==> src/rtl/dbg2w_pkg.sv <==
package dbg2w_pkg;

    typedef enum logic [1:0] {
        OP_ENTER = 2'b00,
        OP_EXIT  = 2'b01,
        OP_WRITE = 2'b10,
        OP_WRRD  = 2'b11
    } op_e;

    typedef enum logic [3:0] {
        S_IDLE,
        S_EN_LO,
        S_EN_HI,
        S_EN_REL,
        S_EX_LO,
        S_FETCH,
        S_SEND_LO,
        S_SEND_HI,
        S_TURN,
        S_RECV_LO,
        S_RECV_HI
    } state_e;

endpackage

==> src/rtl/dbg2w_tick.sv <==
// Half-period timer: pulses tick on the last cycle of each phase.
module dbg2w_tick #(
    parameter int DIV_W = 8
) (
    input  logic             clk,
    input  logic             rst_n,
    input  logic             en,
    input  logic [DIV_W-1:0] half_period,
    output logic             tick
);
    logic [DIV_W-1:0] cnt_q;
    logic [DIV_W-1:0] lim;

    always_comb begin
        lim  = (half_period == '0) ? DIV_W'(1) : half_period;
        tick = en && (cnt_q >= lim - DIV_W'(1));
    end

    always_ff @(posedge clk or negedge rst_n) begin
        if (!rst_n) begin
            cnt_q <= '0;
        end else if (!en || tick) begin
            cnt_q <= '0;
        end else begin
            cnt_q <= cnt_q + DIV_W'(1);
        end
    end
endmodule

==> src/rtl/dbg2w_shifter.sv <==
// MSB-first shift register shared by transmit and receive.
module dbg2w_shifter #(
    parameter int W = 8
) (
    input  logic         clk,
    input  logic         rst_n,
    input  logic         load,
    input  logic [W-1:0] load_val,
    input  logic         shift,
    input  logic         sin,
    output logic [W-1:0] q
);
    always_ff @(posedge clk or negedge rst_n) begin
        if (!rst_n) begin
            q <= '0;
        end else if (load) begin
            q <= load_val;
        end else if (shift) begin
            q <= {q[W-2:0], sin};
        end
    end
endmodule

==> src/rtl/dbg2w_master.sv <==
module dbg2w_master
    import dbg2w_pkg::*;
#(
    parameter int DIV_W = 8,
    parameter int CNT_W = 8
) (
    input  logic             clk,
    input  logic             rst_n,
    input  logic [DIV_W-1:0] half_period,
    input  logic             cmd_start,
    input  logic [1:0]       cmd_op,
    input  logic [CNT_W-1:0] cmd_len,
    output logic             busy,
    input  logic [7:0]       tx_data,
    input  logic             tx_valid,
    output logic             tx_ready,
    output logic [7:0]       rx_data,
    output logic             rx_valid,
    output logic             link_clk,
    output logic             link_dout,
    output logic             link_oe,
    input  logic             link_din,
    output logic             link_rst_n
);
    localparam int BYTE_W = 8;
    localparam int BIT_W  = $clog2(BYTE_W);
    localparam logic [BIT_W-1:0] LAST_BIT = BIT_W'(BYTE_W - 1);

    state_e           state, state_d;
    op_e              op_q;
    logic [CNT_W-1:0] remain_q;
    logic [BIT_W-1:0] bit_q;
    logic             pulse_q;
    logic             rst_lvl_q;
    logic             rx_valid_q;
    logic             tick;
    logic             tick_en;
    logic             sh_load;
    logic             sh_shift;
    logic             sh_sin;
    logic [7:0]       sh_q;
    logic             accept;

    dbg2w_tick #(.DIV_W(DIV_W)) u_tick (
        .clk         (clk),
        .rst_n       (rst_n),
        .en          (tick_en),
        .half_period (half_period),
        .tick        (tick)
    );

    dbg2w_shifter #(.W(BYTE_W)) u_shift (
        .clk      (clk),
        .rst_n    (rst_n),
        .load     (sh_load),
        .load_val (tx_data),
        .shift    (sh_shift),
        .sin      (sh_sin),
        .q        (sh_q)
    );

    assign accept = (state == S_IDLE) && cmd_start;

    // Next-state logic
    always_comb begin
        state_d = state;
        unique case (state)
            S_IDLE: begin
                if (cmd_start) begin
                    unique case (op_e'(cmd_op))
                        OP_ENTER: state_d = S_EN_LO;
                        OP_EXIT:  state_d = S_EX_LO;
                        OP_WRITE: state_d = (cmd_len == '0) ? S_IDLE : S_FETCH;
                        OP_WRRD:  state_d = (cmd_len == '0) ? S_TURN : S_FETCH;
                    endcase
                end
            end
            S_EN_LO:  if (tick) state_d = S_EN_HI;
            S_EN_HI:  if (tick) state_d = pulse_q ? S_EN_REL : S_EN_LO;
            S_EN_REL: if (tick) state_d = S_IDLE;
            S_EX_LO:  if (tick) state_d = S_IDLE;
            S_FETCH:  if (tx_valid) state_d = S_SEND_LO;
            S_SEND_LO: if (tick) state_d = S_SEND_HI;
            S_SEND_HI: begin
                if (tick) begin
                    if (bit_q != LAST_BIT) begin
                        state_d = S_SEND_LO;
                    end else if (remain_q != CNT_W'(1)) begin
                        state_d = S_FETCH;
                    end else begin
                        state_d = (op_q == OP_WRRD) ? S_TURN : S_IDLE;
                    end
                end
            end
            S_TURN:    if (tick) state_d = S_RECV_LO;
            S_RECV_LO: if (tick) state_d = S_RECV_HI;
            S_RECV_HI: if (tick) state_d = (bit_q == LAST_BIT) ? S_IDLE : S_RECV_LO;
            default:   state_d = S_IDLE;
        endcase
    end

    // State register and datapath registers
    always_ff @(posedge clk or negedge rst_n) begin
        if (!rst_n) begin
            state      <= S_IDLE;
            op_q       <= OP_ENTER;
            remain_q   <= '0;
            bit_q      <= '0;
            pulse_q    <= 1'b0;
            rst_lvl_q  <= 1'b1;
            rx_valid_q <= 1'b0;
        end else begin
            state      <= state_d;
            rx_valid_q <= (state == S_RECV_HI) && tick && (bit_q == LAST_BIT);
            if (accept) begin
                op_q     <= op_e'(cmd_op);
                remain_q <= cmd_len;
                pulse_q  <= 1'b0;
                bit_q    <= '0;
                if (op_e'(cmd_op) == OP_ENTER || op_e'(cmd_op) == OP_EXIT) begin
                    rst_lvl_q <= 1'b0;
                end
            end
            if ((state == S_EN_REL || state == S_EX_LO) && tick) begin
                rst_lvl_q <= 1'b1;
            end
            if (state == S_EN_HI && tick) begin
                pulse_q <= 1'b1;
            end
            if (state == S_FETCH || state == S_TURN) begin
                bit_q <= '0;
            end else if ((state == S_SEND_HI || state == S_RECV_HI) && tick) begin
                bit_q <= bit_q + BIT_W'(1);
            end
            if (state == S_SEND_HI && tick && bit_q == LAST_BIT) begin
                remain_q <= remain_q - CNT_W'(1);
            end
        end
    end

    // Outputs decoded from the registered state
    always_comb begin
        busy       = (state != S_IDLE);
        tick_en    = (state != S_IDLE) && (state != S_FETCH);
        link_clk   = (state == S_EN_HI) || (state == S_SEND_HI) || (state == S_RECV_HI);
        link_oe    = (state == S_FETCH) || (state == S_SEND_LO) || (state == S_SEND_HI);
        link_dout  = link_oe & sh_q[BYTE_W-1];
        link_rst_n = rst_lvl_q;
        tx_ready   = (state == S_FETCH);
        sh_load    = (state == S_FETCH) && tx_valid;
        sh_shift   = ((state == S_SEND_HI) || (state == S_RECV_HI)) && tick;
        sh_sin     = (state == S_RECV_HI) ? link_din : 1'b0;
        rx_data    = sh_q;
        rx_valid   = rx_valid_q;
    end
endmodule

==> config.mk <==
export PLATFORM = sky130hd
export DESIGN_NAME = dbg2w_master
export DESIGN_NICKNAME = d
export VERILOG_FILES = /design/src/rtl/dbg2w_pkg.sv /design/src/rtl/dbg2w_tick.sv /design/src/rtl/dbg2w_shifter.sv /design/src/rtl/dbg2w_master.sv
export SDC_FILE = /design/constraint.sdc
export NUM_CORES = 1
export LEC_CHECK = 0
export ABC_CLOCK_PERIOD_IN_PS = 3000
export BUFFER_PORTS_ARGS = -buffer_cell sky130_fd_sc_hd__clkbuf_2
export CAP_MARGIN = 15
export CORE_MARGIN = 2
export CORE_UTILIZATION = 40
export CTS_CLUSTER_DIAMETER = 50
export DETAILED_ROUTE_END_ITERATION = 8
export PLACE_DENSITY = 0.68
export SYNTH_ARGS = -nofsm -noshare
export SYNTH_HDL_FRONTEND = slang
export SYNTH_SLANG_ARGS = --single-unit
==> constraint.sdc <==
create_clock -name clk -period 3 [get_ports clk]
set_input_delay 0.75 -clock clk [delete_from_list [all_inputs] [get_ports clk]]
set_output_delay 0.75 -clock clk [all_outputs]
set_load 0.05 [all_outputs]
Word-level counts from Yosys, hierarchy flattened
Cells that the tools add are included.
Storage, ports and cells
  logic and storage cells: 112
  output and inout bits: 15
  flip-flop bits (word level): 36
  input bits: 31
Operators by class
  mux-type cells: 34
  order comparisons: 1
  reduce and logical (&&, ||, !) cells: 35
  add/subtract/negate cells: 4
  equality and inequality tests: 28
  bitwise operators: 1
Operator list (count)
  $mux W4: 15
  $mux W8: 6
  $pmux W4 S10: 1
  $ne A2 B2 Y1 const B: 9
  $eq A4 B3 Y1 const B: 4
  $logic_not A8 Y1: 2
  $pmux W4 S4: 1
  $sub A8 B1 Y8 const B: 2
  $eq A4 B4 Y1 const B: 3
  $mux W3: 4
  $logic_and A1 B1 Y1: 11
  $reduce_and A10 Y1: 1
  $reduce_bool A2 Y1: 5
  $logic_or A1 B1 Y1: 9
  $add A8 B1 Y8 const B: 1
  $eq A4 B2 Y1 const B: 2
  $ge A8 B8 Y1: 1
  $ne A8 B1 Y1 const B: 1
  $eq A2 B2 Y1 const B: 3
  $mux W1: 6
  $eq A4 B1 Y1 const B: 1
  $logic_not A4 Y1: 1
  $ne A4 B3 Y1 const B: 1
  $reduce_bool A4 Y1: 1
  12 further kinds: 12

Depth between registers and ports, before layout
  depth after elaboration: 8
  depth in mapped cells: 14
  gate-level depth less buffers: 13

Hierarchy
A second synthesis with hierarchy kept.
Second synthesis, totals
  cells, all modules: 280
  area, all modules: 2542.4 µm²
Modules (own cells, without submodules)
  dbg2w_master: times used 1, cells an instance 176, seq. area each 501.7 µm², area each 1467.7 µm²
  dbg2w_tick: times used 1, cells an instance 70, seq. area each 200.2 µm², area each 701.9 µm²
  dbg2w_shifter: times used 1, cells an instance 34, seq. area each 200.2 µm², area each 372.9 µm²

Worst setup path before layout
OpenSTA, ideal clock, no wires.
  path type: input to register
  start point: input port half_period[3]
  end point: register remain_q[2]
  setup time: 0.126 ns
  required time: 2.874 ns
  cell stages on the path: 14
  arrival: 3.380 ns
  buffers on the path: 1
  setup slack: -0.506 ns
  cell sequence: nor4_1 > nand2_1 > nor2_1 > nor2_1 > ha_1 > xnor2_1 > ha_1 > and3_1 > o21ai_0 > a311oi_1 > o21ai_0 > clkbuf_1 > nor2_1 > a221o_1
Between the ends
  longest elaborated chain between the ends: 8
  elaborated cells on any way between the ends: 9
  those cells by class: 1 x add/sub; 1 x order compare; 2 x mux; 5 x reduce/logical
Ends and longest elaborated chain
  start: declaration: RTL line dbg2w_master.sv:9  | input logic [DIV_W-1:0] half_period,
  $logic_not A8 Y1: RTL line dbg2w_tick.sv:15  | lim = (half_period == '0) ? DIV_W'(1) : half_period;
  $mux W8 *: RTL line dbg2w_tick.sv:15
  $sub A8 B1 Y8 *: RTL line dbg2w_tick.sv:16  | tick = en && (cnt_q >= lim - DIV_W'(1));
  $ge A8 B8 Y1 *: RTL line dbg2w_tick.sv:16
  $logic_and A1 B1 Y1 *: RTL line dbg2w_tick.sv:16
  $logic_and A1 B1 Y1 * (2 in series): RTL line dbg2w_master.sv:135  | if (state == S_SEND_HI && tick && bit_q == LAST_BIT) begin
  $mux W8 / $reduce_bool A2 Y1 (equally long branches)
  end signal: assignment: RTL line dbg2w_master.sv:117  | remain_q <= cmd_len;
  end signal: assignment: RTL line dbg2w_master.sv:136  | remain_q <= remain_q - CNT_W'(1);
  end: declaration: RTL line dbg2w_master.sv:31  | logic [CNT_W-1:0] remain_q;
Every way passes the cells marked *; elsewhere a longest branch is shown, timed or not.
A chain may end at the register's enable or synchronous reset.

Worst setup path after layout
  start point: input port half_period[4]
  end point: register u_shift.q[2]
Between the ends
  longest elaborated chain between the ends: 7
Ends and longest elaborated chain
  $logic_not A8 Y1: RTL line dbg2w_tick.sv:15
  $mux W8 *: RTL line dbg2w_tick.sv:15
  $sub A8 B1 Y8 *: RTL line dbg2w_tick.sv:16
  $ge A8 B8 Y1 *: RTL line dbg2w_tick.sv:16
  $logic_and A1 B1 Y1 *: RTL line dbg2w_tick.sv:16
  $logic_and A1 B1 Y1 *: RTL line dbg2w_master.sv:151  | sh_shift = ((state == S_SEND_HI) || (state == S_RECV_HI)) && tick;
  $reduce_bool A2 Y1 (no source line) *
  end signal: assignment: RTL line dbg2w_shifter.sv:17  | q <= load_val;
  end signal: assignment: RTL line dbg2w_shifter.sv:19  | q <= {q[W-2:0], sin};
  end: declaration: RTL line dbg2w_shifter.sv:11  | output logic [W-1:0] q
Marked as above.

==> results.cfg <==
[sta]
relSlewSlack_pct = 39.20
clock.fmax_mhz = 309.6
fin_crit_ns = 3.230
whs_ns = 0.4957
setup_viol = 28
maxSlewViolCount = 0
skew_ns = 0.008772
grt_setup_unrepaired = true
layout_setup_ws_ns = -0.2301
tightest_slew_ns = 0.9120
period_share_pct = 107.7
finalHoldViolations = 0
timing.setup.tns_ns = -3.557

[floorplan]
die_area_sq_um = 6391
die_x_microns = 79.95
die_y_microns = 79.95
rows = 27
io_pins = 46
coreArea_sq_um = 5540
start_util_pct = 41.64

[detailed_routing]
ant_nets = 0
routed-via-count = 2152
post-route-drc-count = 0
wl_per_cell_microns = 14.26
routed_wl_microns = 5748
drt_iter0_markers = 90
drtPass1Iterations = 4
avgViaCountPerCell = 5.340

[power]
sw_frac_of_total_pct = 45.08
power_density_nw_per_um2 = 847.3
pwr-share-comb_pct = 49.6
clockPowerShare_pct = 17.9
vdd_drop_max_uv = 531.7
pwr-share-seq_pct = 32.6
p_int_mw = 1.449
p_leak_nw = 1.562
switching_power_mw = 1.189

[finish]
multi_input_area_sq_um = 1449
register_area_sq_um = 902.1
fill_cells = 522
drive_gt1_share_pct = 34.74
diodes = 0
finalNetCount = 375
area_growth_pct = 34.92
final_util_pct = 56.19

[min_path]
hp-class = reg2reg
worstHoldStart = op_q[0]
worstHoldPathCells = 2
hold_end = op_q[0]

[global_route]
grt_pass1_vias = 2100
grt_pass1_wl_microns = 9480
met3_usage_pct = 4.299
grt_max_degree = 37
grt_use_met2_pct = 30.92
grt_overflow = 0
grt_busiest_layer = met2
antenna_found_initial = 0
grtUsageTotal_pct = 19.08
use_met1_pct = 25.37

[synthesis]
syn_nets = 300
synthCells = 255
syn_area_sq_um = 2307
yosysUniqueCellTypes = 49
synth_top_area_share_pct = 37.96
synth_edf_count = 0
yosys.cell_count.top_type = dfrtp_1
yosysSeqAreaShare_pct = 39.10
ys_warn_count = 0
ys_seq_elements = 36
synth_commonest_cells = 35 x dfrtp_1, 32 x nand2_1, 27 x nor2_1
synthFlopType = dfrtp_1
ys_async_sr_fraction_pct = 100.0
synth_area_leaders = dfrtp_1 38%, ha_1 7.6%, nand2_1 5.2%
synth_area_leader_cell = dfrtp_1
avgSynthCellArea_sq_um = 9.048

[setup_path]
worst-path-max-fanout = 5
r2r_slack_ns = 0.72
worstReg2RegEnd = remain_q[2]
crit_type = in2reg
rr_startpoint = state[1]
critPathRequiredTime_ns = 3.17
end_kind = flop
r2r_cells = 4
arrival_ns = 3.40
start_kind = input pin

[clock_tree]
clk_path_buf_depth = 2
cts.sinks = 36
clk_pin_slew_ns = 0.07
htree_levels = 2
cts_tree = yes
cts_root_buf = clkbuf_8
cts_made_buffers = 5
clk_latency_ns = 0.29

[place]
io_buffers = 45
dp_hpwl_microns = 4245
pre_cts_slack_ns = -0.6051
place.gp.congestion = 0.8027

[status]
violations = setup timing
status = finished with violations

[flow_run]
maxCapViolations = 0
worst max-delay path by stage:
| stage | start | endpoint | slack [ns] | depth (start not counted) |
|---|---|---|---|---|
| finish | half_period[4] | u_shift.q[2] | -0.23 | 15 |
| detailed placement | half_period[3] | remain_q[2] | -0.61 | 14 |
| global placement | half_period[3] | u_shift.q[3] | -0.48 | 14 |
| floorplan | half_period[3] | state[0] | -0.26 | 13 |
| global route | half_period[4] | u_shift.q[2] | -0.33 | 15 |
| CTS | half_period[4] | u_shift.q[2] | -0.16 | 15 |
registers in the layout, indices dropped and copies added (netlist names):
| register | flops |
|---|---|
| u_tick.cnt_q | 8 |
| bit_q | 3 |
| pulse_q | 1 |
| op_q | 2 |
| state | 4 |
| u_shift.q | 8 |
| link_rst_n | 1 |
| remain_q | 8 |
| rx_valid | 1 |
power groups by stage:
stage	Clock (mW)	Combinational, mW	Sequential (mW)
2_1_floorplan	0	0.803	0.985
4_1_cts	0.482	1.28	0.856
6_report	0.471	1.31	0.859
3_3_place_gp	0	1.21	0.856
5_1_grt	0.505	1.43	0.889
3_5_place_dp	0	1.24	0.861
kinds of logic after synthesis:
logic type                 after synthesis  share of synthesized area (%)
AOI/OAI and AO/OA                       57                          17.35
xor gates and xnor gates                10                          3.796
adders and majority gates               14                          7.592
buffers and inverters                   21                          4.339
DFF                                     36                          39.10
muxes                                   13                          5.857
and+or+nand+nor                        104                          21.96
layout make-up:
class | instances | area share, %
timing repair buffer | 76 | 15.96
multi-input combinational | 198 | 46.54
inverter | 13 | 1.568
clock inverter | 1 | 0.9646
sequential | 36 | 28.98
clock buffer | 7 | 3.095
tap | 72 | 2.894
layout by cell type, fill, tap and decap left out, types with 3 or more instances in the layout:
| master | netlist | layout |
|---|---|---|
| nor3_1 | 5 | 3 |
| buf_6 | 2 | 7 |
| buf_4 | 1 | 25 |
| inv_1 | 13 | 13 |
| xnor2_1 | 4 | 3 |
| clkbuf_2 | 0 | 43 |
| nand2b_1 | 3 | 3 |
| clkbuf_8 | 0 | 7 |
| a21oi_1 | 12 | 11 |
| o21ai_1 | 0 | 4 |
| nor2_1 | 27 | 24 |
| mux2i_1 | 9 | 9 |
| a221o_1 | 8 | 8 |
| nand3_1 | 6 | 5 |
| dfrtp_1 | 35 | 35 |
| nand2_1 | 32 | 29 |
| ha_1 | 14 | 12 |
| xor2_1 | 6 | 6 |
| mux2_2 | 4 | 4 |
| nor4_1 | 6 | 5 |
| o21ai_0 | 13 | 9 |
| o22ai_1 | 7 | 7 |
| nand2_2 | 0 | 3 |
| and3_1 | 9 | 9 |
worst max-delay path: stages:
cell,delay (ns)
buf_8,0.10
nor4_4,0.27
nand2_1,0.12
nor2_2,0.13
nor2_2,0.08
ha_4,0.17
xnor2_2,0.13
ha_1,0.29
and3_1,0.18
o21ai_1,0.14
a311oi_2,0.14
buf_4,0.18
o211a_4,0.26
buf_6,0.13
a221o_1,0.31
metal layers:
metal  part of all wire, %  vias up
met2                    48       45
met5                     0        -
met3                   4.1        7
met1                    46     1019
li1                      -     1081
met4                   1.5        0
timing repair:
item,CTS,global route
cloned,0,0
resized for setup,14,17
setup endpoints to repair,33,34
pin swaps,9,8
hold buffers,0,0
setup buffers,7,2
metrics by stage:
step,instances,power (mW),instance area [sq um]
final,403,2.638,3113
after global routing,403,2.825,3113
after CTS,401,2.618,3023
after detailed placement,387,2.100,2775
after global placement,387,2.069,2775
after floorplan,255,1.788,2355
(Power assumes the default switching activity.)
